<file path="src/rtl/tq_pkg.sv">
package tq_pkg;
  localparam int TQ_DATA_W = 16;
  localparam int TQ_TAG_W  = 2;

  typedef struct packed {
    logic [TQ_TAG_W-1:0]  tag;
    logic [TQ_DATA_W-1:0] data;
  } tq_entry_t;
endpackage

</file>
<file path="src/rtl/tq_write_gate.sv">
module tq_write_gate
  import tq_pkg::*;
(
  input  logic                 wr_en,
  input  logic [TQ_TAG_W-1:0]  wr_sub,
  input  logic [TQ_DATA_W-1:0] wr_data,
  input  logic                 wr_par,
  input  logic                 full,
  output logic                 push,
  output logic                 par_bad
);
  logic par_ok;
  logic sub_ok;

  always_comb begin
    par_ok  = ^{wr_par, wr_data};
    sub_ok  = (wr_sub != '0);
    par_bad = wr_en && !par_ok;
    push    = wr_en && par_ok && sub_ok && !full;
  end
endmodule

</file>
<file path="src/rtl/tq_ptr_ctrl.sv">
module tq_ptr_ctrl #(
  parameter int DEPTH = 16,
  localparam int PTR_W = (DEPTH > 1) ? $clog2(DEPTH) : 1
) (
  input  logic             clk,
  input  logic             rst_n,
  input  logic             push,
  input  logic             pop,
  output logic [PTR_W-1:0] wr_ptr,
  output logic [PTR_W-1:0] rd_ptr,
  output logic             full,
  output logic             empty
);
  localparam logic [PTR_W-1:0] LAST = PTR_W'(DEPTH - 1);

  logic [PTR_W-1:0] wr_ptr_nxt, rd_ptr_nxt;
  logic             last_wr, last_wr_nxt;
  logic             ptr_eq;

  always_comb begin
    ptr_eq = (wr_ptr == rd_ptr);
    full   = ptr_eq && last_wr;
    empty  = ptr_eq && !last_wr;

    wr_ptr_nxt = wr_ptr;
    if (push) wr_ptr_nxt = (wr_ptr == LAST) ? '0 : wr_ptr + 1'b1;

    rd_ptr_nxt = rd_ptr;
    if (pop) rd_ptr_nxt = (rd_ptr == LAST) ? '0 : rd_ptr + 1'b1;

    last_wr_nxt = last_wr;
    if (push && !pop) last_wr_nxt = 1'b1;
    else if (pop && !push) last_wr_nxt = 1'b0;
  end

  always_ff @(posedge clk or negedge rst_n) begin
    if (!rst_n) begin
      wr_ptr  <= '0;
      rd_ptr  <= '0;
      last_wr <= 1'b0;
    end else begin
      wr_ptr  <= wr_ptr_nxt;
      rd_ptr  <= rd_ptr_nxt;
      last_wr <= last_wr_nxt;
    end
  end
endmodule

</file>
<file path="src/rtl/tq_store.sv">
module tq_store
  import tq_pkg::*;
#(
  parameter int DEPTH = 16,
  localparam int PTR_W = (DEPTH > 1) ? $clog2(DEPTH) : 1
) (
  input  logic             clk,
  input  logic             push,
  input  logic [PTR_W-1:0] wr_ptr,
  input  tq_entry_t        wr_entry,
  input  logic [PTR_W-1:0] rd_ptr,
  output tq_entry_t        rd_entry
);
  tq_entry_t slot [DEPTH];

  for (genvar g = 0; g < DEPTH; g++) begin : g_slot
    logic slot_we;
    always_comb slot_we = push && (wr_ptr == PTR_W'(g));
    always_ff @(posedge clk) begin
      if (slot_we) slot[g] <= wr_entry;
    end
  end

  always_comb rd_entry = slot[rd_ptr];
endmodule

</file>
<file path="src/rtl/tq_head_latch.sv">
module tq_head_latch
  import tq_pkg::*;
(
  input  logic      clk,
  input  logic      rst_n,
  input  logic      q_empty,
  input  tq_entry_t rd_entry,
  input  logic      ack,
  output logic      pop,
  output logic      valid,
  output tq_entry_t held
);
  logic      valid_nxt;
  tq_entry_t held_nxt;
  logic      load;

  always_comb begin
    load      = !q_empty && !valid;
    pop       = load;
    valid_nxt = valid;
    held_nxt  = held;
    if (load) begin
      valid_nxt = 1'b1;
      held_nxt  = rd_entry;
    end else if (valid && ack) begin
      valid_nxt = 1'b0;
    end
  end

  always_ff @(posedge clk or negedge rst_n) begin
    if (!rst_n) valid <= 1'b0;
    else        valid <= valid_nxt;
  end

  always_ff @(posedge clk) begin
    if (load) held <= held_nxt;
  end
endmodule

</file>
<file path="src/rtl/tagged_word_queue.sv">
module tagged_word_queue
  import tq_pkg::*;
#(
  parameter int DEPTH = 16
) (
  input  logic                 clk,
  input  logic                 rst_n,
  input  logic                 wr_en,
  input  logic [TQ_TAG_W-1:0]  wr_sub,
  input  logic [TQ_DATA_W-1:0] wr_data,
  input  logic                 wr_par,
  input  logic                 head_ack,
  output logic                 head_valid,
  output logic [TQ_DATA_W-1:0] head_data,
  output logic [TQ_TAG_W-1:0]  head_tag,
  output logic                 q_full,
  output logic                 q_empty,
  output logic                 parity_fault
);
  localparam int PTR_W = (DEPTH > 1) ? $clog2(DEPTH) : 1;

  logic             push, pop, par_bad;
  logic [PTR_W-1:0] wr_ptr, rd_ptr;
  tq_entry_t        wr_entry, rd_entry, held;
  logic             fault_q, fault_nxt;

  tq_write_gate u_gate (
    .wr_en   (wr_en),
    .wr_sub  (wr_sub),
    .wr_data (wr_data),
    .wr_par  (wr_par),
    .full    (q_full),
    .push    (push),
    .par_bad (par_bad)
  );

  tq_ptr_ctrl #(.DEPTH(DEPTH)) u_ptr (
    .clk    (clk),
    .rst_n  (rst_n),
    .push   (push),
    .pop    (pop),
    .wr_ptr (wr_ptr),
    .rd_ptr (rd_ptr),
    .full   (q_full),
    .empty  (q_empty)
  );

  always_comb begin
    wr_entry.tag  = wr_sub;
    wr_entry.data = wr_data;
  end

  tq_store #(.DEPTH(DEPTH)) u_store (
    .clk      (clk),
    .push     (push),
    .wr_ptr   (wr_ptr),
    .wr_entry (wr_entry),
    .rd_ptr   (rd_ptr),
    .rd_entry (rd_entry)
  );

  tq_head_latch u_head (
    .clk      (clk),
    .rst_n    (rst_n),
    .q_empty  (q_empty),
    .rd_entry (rd_entry),
    .ack      (head_ack),
    .pop      (pop),
    .valid    (head_valid),
    .held     (held)
  );

  always_comb fault_nxt = fault_q || par_bad;

  always_ff @(posedge clk or negedge rst_n) begin
    if (!rst_n) fault_q <= 1'b0;
    else        fault_q <= fault_nxt;
  end

  always_comb begin
    head_data    = held.data;
    head_tag     = held.tag;
    parity_fault = fault_q;
  end
endmodule

</file>
<file path="config.mk">
export PLATFORM = sky130hd
export DESIGN_NAME = tagged_word_queue
export DESIGN_NICKNAME = d
export VERILOG_FILES = /design/src/rtl/tq_pkg.sv /design/src/rtl/tq_write_gate.sv /design/src/rtl/tq_ptr_ctrl.sv /design/src/rtl/tq_store.sv /design/src/rtl/tq_head_latch.sv /design/src/rtl/tagged_word_queue.sv
export SDC_FILE = /design/constraint.sdc
export NUM_CORES = 1
export LEC_CHECK = 0
export ABC_AREA = 1
export CAP_MARGIN = 10
export CORE_ASPECT_RATIO = 0.75
export CORE_MARGIN = 4
export CORE_UTILIZATION = 45
export CTS_BUF_LIST = sky130_fd_sc_hd__clkbuf_4 sky130_fd_sc_hd__clkbuf_8
export CTS_CLUSTER_SIZE = 14
export DETAILED_ROUTE_END_ITERATION = 8
export HOLD_SLACK_MARGIN = 0.06
export SYNTH_ARGS = -nofsm -noshare
export SYNTH_HDL_FRONTEND = slang
export SYNTH_SLANG_ARGS = --single-unit
</file>
<file path="constraint.sdc">
create_clock -name clk -period 2.46 [get_ports clk]
set_clock_uncertainty 0.15 [all_clocks]
set_input_delay 0.492 -clock clk [delete_from_list [all_inputs] [get_ports clk]]
set_output_delay 0.492 -clock clk [all_outputs]
set_load 0.05 [all_outputs]
</file>
==> out/metrics.csv, run 1 <==
stage,metric,value,unit
synthesis,"EDFF count, synth",306,
run,MaxCap Viol Count,0,
critical_path,worst path bufs/invs,2,
synthesis,Synth top area share,71.6,%
power,maximum VDD drop,617,uV
routing,drt total wl,33900,um
synthesis,post-synthesis mux area share,0.0878,%
global_routing,grt total ovfl,0,
synthesis,post-synth top area cell,edfxtp_1,
placed_design,Post-DP HPWL,22200,um
cts,CTS Hold Bufs,0,
synthesis,Syn Inst Count,992,
worst_hold_path,min-delay worst type,input port to asynchronous set/reset pin,
synthesis,Syn Area/Cell,12.9,um^2
critical_path,Top delay family on crit path,simple AND/OR/NAND/NOR gates,
cts,CTS tree,built,
cells_and_area,ant diodes,0,
synthesis,Post-synth ARST share,3.47,%
floorplanning,initial core utilization,45.7,%
synthesis,"Top FF cell, synth",edfxtp_1,
cts,Max Root-Sink Buffers,3,
cells_and_area,fin util,54.8,%
routing,DRT iter0 DRCs,834,
global_routing,largest net degree at the start of global routing,90,
synthesis,Post-Synth Adder-Cell Area,0.585,%
routing,drt wl/cell,22.0,um
timing,FMAX,398,MHz
critical_path,startpoint types,flop,
synthesis,Cell variety after synth,34,
synthesis,register area share after synthesis,73.8,%
timing,Max Slew Vio Count,0,
placed_design,pre-CTS setup slack,-0.549,ns
routing,Residual DRC,0,
floorplanning,DIE WIDTH,203,um
cts,Clock transition at path regs,0.07,ns
global_routing,global-route wire length before repair,50300,um
routing,DRT antenna net count,0,
routing,Pre-Repair DR Iteration Count,7,
timing,setup violators final,1,
timing,Final period util,102,%
cts,CTS root buf,clkbuf_8,
outcome,outcome,finished with violations,
power,pwr/cell area,1130,nW/um^2
power,Leak,5.47,nW
routing,Vias,8420,
critical_path,CP required,1.82,ns
critical_path,Reg2Reg Depth,8,
cts,clk sinks,317,
global_routing,initial antenna violation count,0,
synthesis,Syn Std Cell Area,12800,um^2
cells_and_area,Area growth syn-to-layout,19.8,%
cts,clk_lat worst skew,0.58,ns
floorplanning,Die Ht,154,um
cts,Max H-tree Level,2,
synthesis,main combinational cell family by area after synthesis,simple AND/OR/NAND/NOR gates,
routing,DR vias/cell,5.47,
timing,Rel. slew slack,54.7,%
synthesis,Synth top cells by count,"306 x edfxtp_1, 191 x nand2_1, 88 x o21ai_0",
synthesis,Synth area leaders,"edfxtp_1 72%, nand2_1 5.6%, o21ai_0 3.4%",
critical_path,maximum fanout along the worst path,6,
synthesis,Post-Synth Simple-Gate Area,12.0,%
cts,cts bufs inserted,49,
critical_path,CP peak stage delay,0.45,ns
timing,Final Hold Fails,0,
critical_path,"setup slack, reg-to-reg",0.10,ns
cells_and_area,layout cells sized above 1,19.2,%
floorplanning,Rows,53,
timing,Tightest Pin Transition,0.680,ns
cells_and_area,number of nets in the layout,1149,
critical_path,"critical path, cell by cell",xor2_1 -> nor2_1 -> nand2_1 -> or2_4 -> inv_2 -> buf_12,
critical_path,R2R Path End,u_head.held[9],
timing,setup ws final,-0.0513,ns
floorplanning,DIE AREA,31300,um^2
critical_path,FF-to-FF Start,u_ptr.rd_ptr[0],
synthesis,Synth Register Bits,317,
critical_path,Crit Path Category,flop to output pin,
synthesis,Compound-Gate Fraction of Synth Area,9.35,%
floorplanning,I/O pin total,45,
critical_path,CP arrival,1.87,ns
global_routing,total track usage,21.5,%
synthesis,most frequent cell after synthesis,edfxtp_1,
placed_design,routability congestion estimate,0.884,
floorplanning,total core area,28100,um^2
global_routing,vias in the first global route,8069,
placed_design,number of port buffers,44,
outcome,failing checks,negative setup slack,
synthesis,"Net Count, Synth",1021,
synthesis,post-synthesis xor/xnor area fraction,0.751,%
critical_path,"slowest stage cell, crit path",dfrtp_2,
timing,Period minus WS final,2.51,ns
timing,RSZ-0062 raised after global routing,yes,
synthesis,yosys warns,0,
critical_path,Crit. End Element,output pin,
[cell families after synthesis]
group | Yosys count
DFF | 317
xor gates and xnor gates | 11
buffers and inverters | 94
muxes | 1
AOI/OAI and AO/OA | 205
and+or+nand+nor | 358
adders and majority gates | 6
[flip-flops by register name, summed over array words and instances, names as in the netlist]
name,cells
parity_fault,1
u_head.held,18
u_head.valid,1
u_ptr.last_wr,1
u_ptr.rd_ptr,4
u_ptr.wr_ptr,4
u_store.slot,288
[worst register-to-register path: cells and delay by family (launching register included)]
kind	cells	cell delay, ns
simple gates	3	0.47
flops	1	0.48
compound gates	1	0.28
buf+inv	4	0.82
[worst max path at each step]
stage               startpoint             endpoint  slack (ns)  cells after the start
5_1_grt        u_ptr.rd_ptr[0]              q_empty       -0.15                      6
2_1_floorplan      wr_data[12]   u_store.slot[0][0]         0.1                     12
4_1_cts        u_ptr.rd_ptr[0]              q_empty       -0.12                      6
6_report       u_ptr.wr_ptr[1]              q_empty       -0.05                      6
3_5_place_dp        wr_data[7]  u_store.slot[11][3]       -0.55                     15
3_3_place_gp        wr_data[3]  u_store.slot[11][2]       -0.51                     12
[report_power, final]
group          total, mW  internal (mW)  switching (mW)
combinational       6.55           2.13            4.42
clock               4.17           2.18            1.99
sequential          6.70           6.53           0.174
total               17.4           10.8            6.58
[stage by stage]
| stage | power (mW) | TNS, ns | hold WS [ns] | cells | instance area (um^2) |
|---|---|---|---|---|---|
| after global routing | 18.4 | -0.147 | 0.115 | 1540 | 15400 |
| after global placement | 13.2 | -142.65 | 0.299 | 1448 | 14300 |
| after floorplan | 10.6 | 0 | 0.0464 | 992 | 12800 |
| after CTS | 17.4 | -0.121 | 0.0920 | 1535 | 15300 |
| final | 17.4 | -0.0513 | 0.112 | 1540 | 15400 |
| after detailed placement | 13.2 | -153.60 | 0.314 | 1448 | 14300 |
[what timing repair did]
item	4_1_cts	5_1_grt
buffers inserted	1	4
endpoints found under the setup margin	2	293
gates resized for setup	4	22
pin swaps	2	8
cloned	0	1
[cell usage in the layout, fill, tap and decap left out, types with 2 or more instances in the layout]
cell,count
nand2_4,2
dfrtp_1,6
clkinv_2,7
clkinv_1,9
dlymetal6s2s_1,5
a21oi_1,42
xnor2_1,2
nor2_1,83
edfxtp_1,306
nor2_2,15
xor2_1,7
buf_4,70
a221oi_1,20
inv_1,30
o22ai_1,22
nand3_4,2
clkdlybuf4s50_1,37
ha_1,6
dfrtp_2,4
o21ai_0,88
nand3_1,40
clkbuf_4,18
nand2_2,11
buf_12,21
nand2_1,187
o21ai_1,16
clkbuf_8,51
o221ai_1,10
inv_2,5
o221a_2,4
nand4_1,15
[routing by layer]
metal,vias up,track usage (%),part of all wire [%]
met4,0,4.91,1.5
met5,-,0,0
li1,3866,-,-
met2,392,29.6,41
met3,49,5.68,10
met1,4113,34.1,47
[area by class of cell]
class,instances,area [um^2]
flip-flops and latches,317,9470
repair buffers,135,1410
clock buffers,69,837
clock inverters,17,76.3
well taps,385,482
inverters,36,138
fillers,2361,12700
multi-input cells,581,2960
No activity file was read; power rests on OpenSTA's default activity.
==> run 2, diff against run 1 <==
--- a/config.mk
+++ b/config.mk
@@ -5,15 +5,16 @@
 export SDC_FILE = /design/constraint.sdc
 export NUM_CORES = 1
 export LEC_CHECK = 0
-export ABC_AREA = 1
+export ABC_AREA = 0
 export CAP_MARGIN = 10
 export CORE_ASPECT_RATIO = 0.75
 export CORE_MARGIN = 4
 export CORE_UTILIZATION = 45
-export CTS_BUF_LIST = sky130_fd_sc_hd__clkbuf_4 sky130_fd_sc_hd__clkbuf_8
+export CTS_BUF_LIST = sky130_fd_sc_hd__clkbuf_2
 export CTS_CLUSTER_SIZE = 14
 export DETAILED_ROUTE_END_ITERATION = 8
 export HOLD_SLACK_MARGIN = 0.06
+export SKIP_CTS_REPAIR_TIMING = 1
 export SYNTH_ARGS = -nofsm -noshare
 export SYNTH_HDL_FRONTEND = slang
 export SYNTH_SLANG_ARGS = --single-unit
==> run 2 against run 1 <==
  * Worst setup slack got worse by 0.49 ns
  * Global-route usage is 2.7 points lower
  * Sequential share of layout area fell by 0.68 points
  * Largest cell class unchanged
  * Via count is 18% lower
  * Combinational power shrank 7.2%
  * Final cell count down 19%
  * Synthesized area decreased by 2.0%
  * Highest routed layer unchanged
  * Register-to-register slack got worse by 0.43 ns
  * Power shrank 7.9%
  * The run still ends with negative setup slack left
==> out/metrics.csv, run 2 <==
stage,metric,value,unit,change
critical_path,CP required,1.82,ns,about the same
cts,clk_lat worst skew,0.85,ns,+0.27 ns
routing,DRT antenna net count,0,,unchanged
global_routing,total track usage,18.8,%,-2.7 points
timing,Tightest Pin Transition,0.573,ns,-0.107 ns
synthesis,"Top FF cell, synth",edfxtp_1,,
synthesis,Synth top cells by count,"306 x edfxtp_1, 57 x mux2i_1, 38 x o21ai_0",,
synthesis,Syn Inst Count,664,,-33%
power,pwr/cell area,1030,nW/um^2,-8.9%
run,MaxCap Viol Count,0,,unchanged
cells_and_area,number of nets in the layout,876,,-24%
power,Pint,10.3,mW,-5.4%
floorplanning,DIE WIDTH,201,um,-0.96%
power,switching share of power,36.1,%,-1.7 points
floorplanning,total core area,27300,um^2,-2.8%
outcome,failing checks,negative setup slack,,
critical_path,Crit. End Element,output pin,,
outcome,outcome,finished with violations,,
cells_and_area,Final Cell Area,15500,um^2,+1.1%
power,maximum VDD drop,587,uV,-4.9%
timing,Final Hold Fails,0,,unchanged
synthesis,Cell variety after synth,37,,+8.8%
timing,setup violators final,258,,+257
cells_and_area,most frequent cells in the layout,"306 x edfxtp_1, 105 x clkbuf_2, 56 x mux2i_1, 56 x buf_4, 38 x o21ai_0",,
cells_and_area,"most common cell after layout, fill and taps aside",edfxtp_1,,
synthesis,Synth area leaders,"edfxtp_1 73%, mux4_2 6.4%, mux2i_1 4.5%",,
cts,Max Root-Sink Buffers,3,,unchanged
synthesis,register area share after synthesis,75.3,%,+1.5 points
cts,cts bufs inserted,77,,+57%
routing,drt total wl,29800,um,-12%
timing,RSZ-0062 raised after global routing,yes,,
critical_path,FF-to-FF Start,u_ptr.rd_ptr[2],,
timing,FMAX,333,MHz,-16%
critical_path,maximum fanout along the worst path,5,,-1
cts,CTS root buf,clkbuf_2,,
global_routing,grt total ovfl,0,,unchanged
cts,clk sinks,317,,unchanged
routing,DR vias/cell,5.52,,+0.94%
floorplanning,DIE AREA,30700,um^2,-1.9%
power,reported net switching power,5.79,mW,-12%
global_routing,initial antenna violation count,1,,+1
critical_path,startpoint types,flop,,
worst_hold_path,hold wc startpoint,wr_data[4],,
critical_path,Crit Path Category,flop to output pin,,
timing,Final period util,122,%,+20 points
floorplanning,Rows,52,,-1.9%
synthesis,"EDFF count, synth",306,,unchanged
timing,hold_ws,0.262,ns,+0.150 ns
placed_design,Post-DP HPWL,16900,um,-24%
timing,setup ws final,-0.546,ns,-0.495 ns
routing,Vias,6926,,-18%
floorplanning,initial core utilization,46.1,%,+0.38 points
synthesis,"Net Count, Synth",693,,-32%
timing,Max Slew Vio Count,0,,unchanged
cells_and_area,Area growth syn-to-layout,23.6,%,
global_routing,global-route wire length before repair,43400,um,-14%
routing,Pre-Repair DR Iteration Count,5,,-2
timing,Setup TNS,-46.55,ns,-46.50 ns
synthesis,Syn Std Cell Area,12600,um^2,-2.0%
power,Leak,5.57,nW,+1.8%
placed_design,routability congestion estimate,0.758,,-14%
placed_design,number of port buffers,44,,unchanged
cells_and_area,max FFs per register,288,,unchanged
synthesis,yosys warns,0,,unchanged
synthesis,Post-synth ARST share,3.47,%,unchanged
synthesis,Syn Area/Cell,18.9,um^2,+46%
placed_design,placed cell areas,14500,um^2,+0.92%
floorplanning,I/O pin total,45,,unchanged
synthesis,Synth Register Bits,317,,unchanged
critical_path,CP startpoint,u_ptr.rd_ptr[0],,
routing,drt wl/cell,23.7,um,+7.8%
synthesis,post-synth top area cell,edfxtp_1,,
timing,Rel. slew slack,61.6,%,+7.0 points
power,register share of total power,41.7,%,+3.2 points
cts,CTS tree,built,,
cells_and_area,Biggest register,u_store.slot,,
cells_and_area,top flop regs,"u_store.slot x288, u_head.held x18",,
synthesis,Synth top area share,73.1,%,+1.5 points
routing,Residual DRC,0,,unchanged
synthesis,most frequent cell after synthesis,edfxtp_1,,
cts,Max H-tree Level,3,,+1
global_routing,largest net degree at the start of global routing,43,,-52%
timing,Period minus WS final,3.01,ns,+0.495 ns
critical_path,CP arrival,2.36,ns,+0.49 ns
power,Clk pwr share,20.5,%,-3.4 points
global_routing,vias in the first global route,7340,,-9.0%
worst_hold_path,min-delay worst type,input port to flop,,
routing,DRT iter0 DRCs,547,,-34%
floorplanning,Die Ht,153,um,-0.95%
cells_and_area,layout cells sized above 1,34.3,%,+15 points
power,Comb pwr share,37.9,%,+0.3 points
power,overall power,16.0,mW,-7.9%
cts,Clock transition at path regs,0.12,ns,+0.05 ns
## run 2: cell count changes in the layout (fill, tap and decap cells not counted), moves of 24 or more
cell,previous run,this run
nand2_1,187,25
clkbuf_2,0,105
nor2_1,83,1
mux2i_1,0,56
clkbuf_8,51,0
o21ai_0,88,38
nand3_1,40,2
mux4_2,0,36
a21oi_1,42,18
## run 2: power groups by stage
stage | sequential [mW] | clock [mW] | combinational, mW
2_1_floorplan | 7.34 | 0 | 3.44
3_3_place_gp | 6.79 | 0 | 5.90
3_5_place_dp | 6.81 | 0 | 5.97
4_1_cts | 6.69 | 3.42 | 6.00
5_1_grt | 6.73 | 3.68 | 6.55
6_report | 6.68 | 3.28 | 6.08
## run 2: per-layer routing
layer  up-vias  wire length (um)  global-route usage, %
met4         0               596                   6.32
met3        52              1990                   5.09
met5         -                 0                      0
li1       3111                 -                      -
met2       224             14000                   29.2
met1      3539             13200                   26.0
## run 2: logic make-up (layout without fill, tap and decap cells)
family                     Yosys count  in the layout  share of synthesized area (%)
xor gates and xnor gates            21             21                           1.91
DFF                                317            317                           75.3
other                                0              1                              0
and+or+nand+nor                     53             53                           2.06
AOI/OAI and AO/OA                  105            105                           5.33
buffers and inverters               44            283                           1.50
adders and majority gates            6              6                          0.597
muxes                              118            118                           13.3
## run 2: worst max-delay path, stage by stage (launching register included)
cell and delay [ns]:
dfrtp_4 0.50, xor2_2 0.16, nor4_4 0.30, buf_6 0.15
buf_6 0.11, and2_4 0.16, buf_12 0.13
## run 2: cell type report
| cell class | instances | area (um^2) |
|---|---|---|
| fill | 2111 | 11700 |
| sequential | 317 | 9470 |
| multi-input combinational | 303 | 3240 |
| timing repair buffer | 139 | 1680 |
| clock buffer | 104 | 520 |
| tap | 351 | 439 |
| clock inverter | 31 | 148 |
| inverter | 9 | 36.3 |
| antenna | 1 | 2.50 |
## run 2: path summary, 6_finish.rpt
check                                            to  slack (ns)  cells past startpoint
worst max register to register  u_store.slot[12][8]       -0.33                     11
min in group asynchronous              u_head.valid        0.39                      2
worst min register to register         parity_fault        0.34                      1
max in group asynchronous           u_ptr.rd_ptr[0]        1.34                      2
worst min-delay path            u_store.slot[11][4]        0.26                      2
worst max-delay path                        q_empty       -0.55                      6
## run 2: per-stage QoR
stage               setup slack (ns)  util, %  cells
finish                        -0.546     57.0   1255
global route                  -0.678     57.0   1255
CTS                           -0.792     55.5   1231
detailed placement            -0.899     53.1   1096
global placement              -0.825     53.1   1096
floorplan                     -0.381        -    664
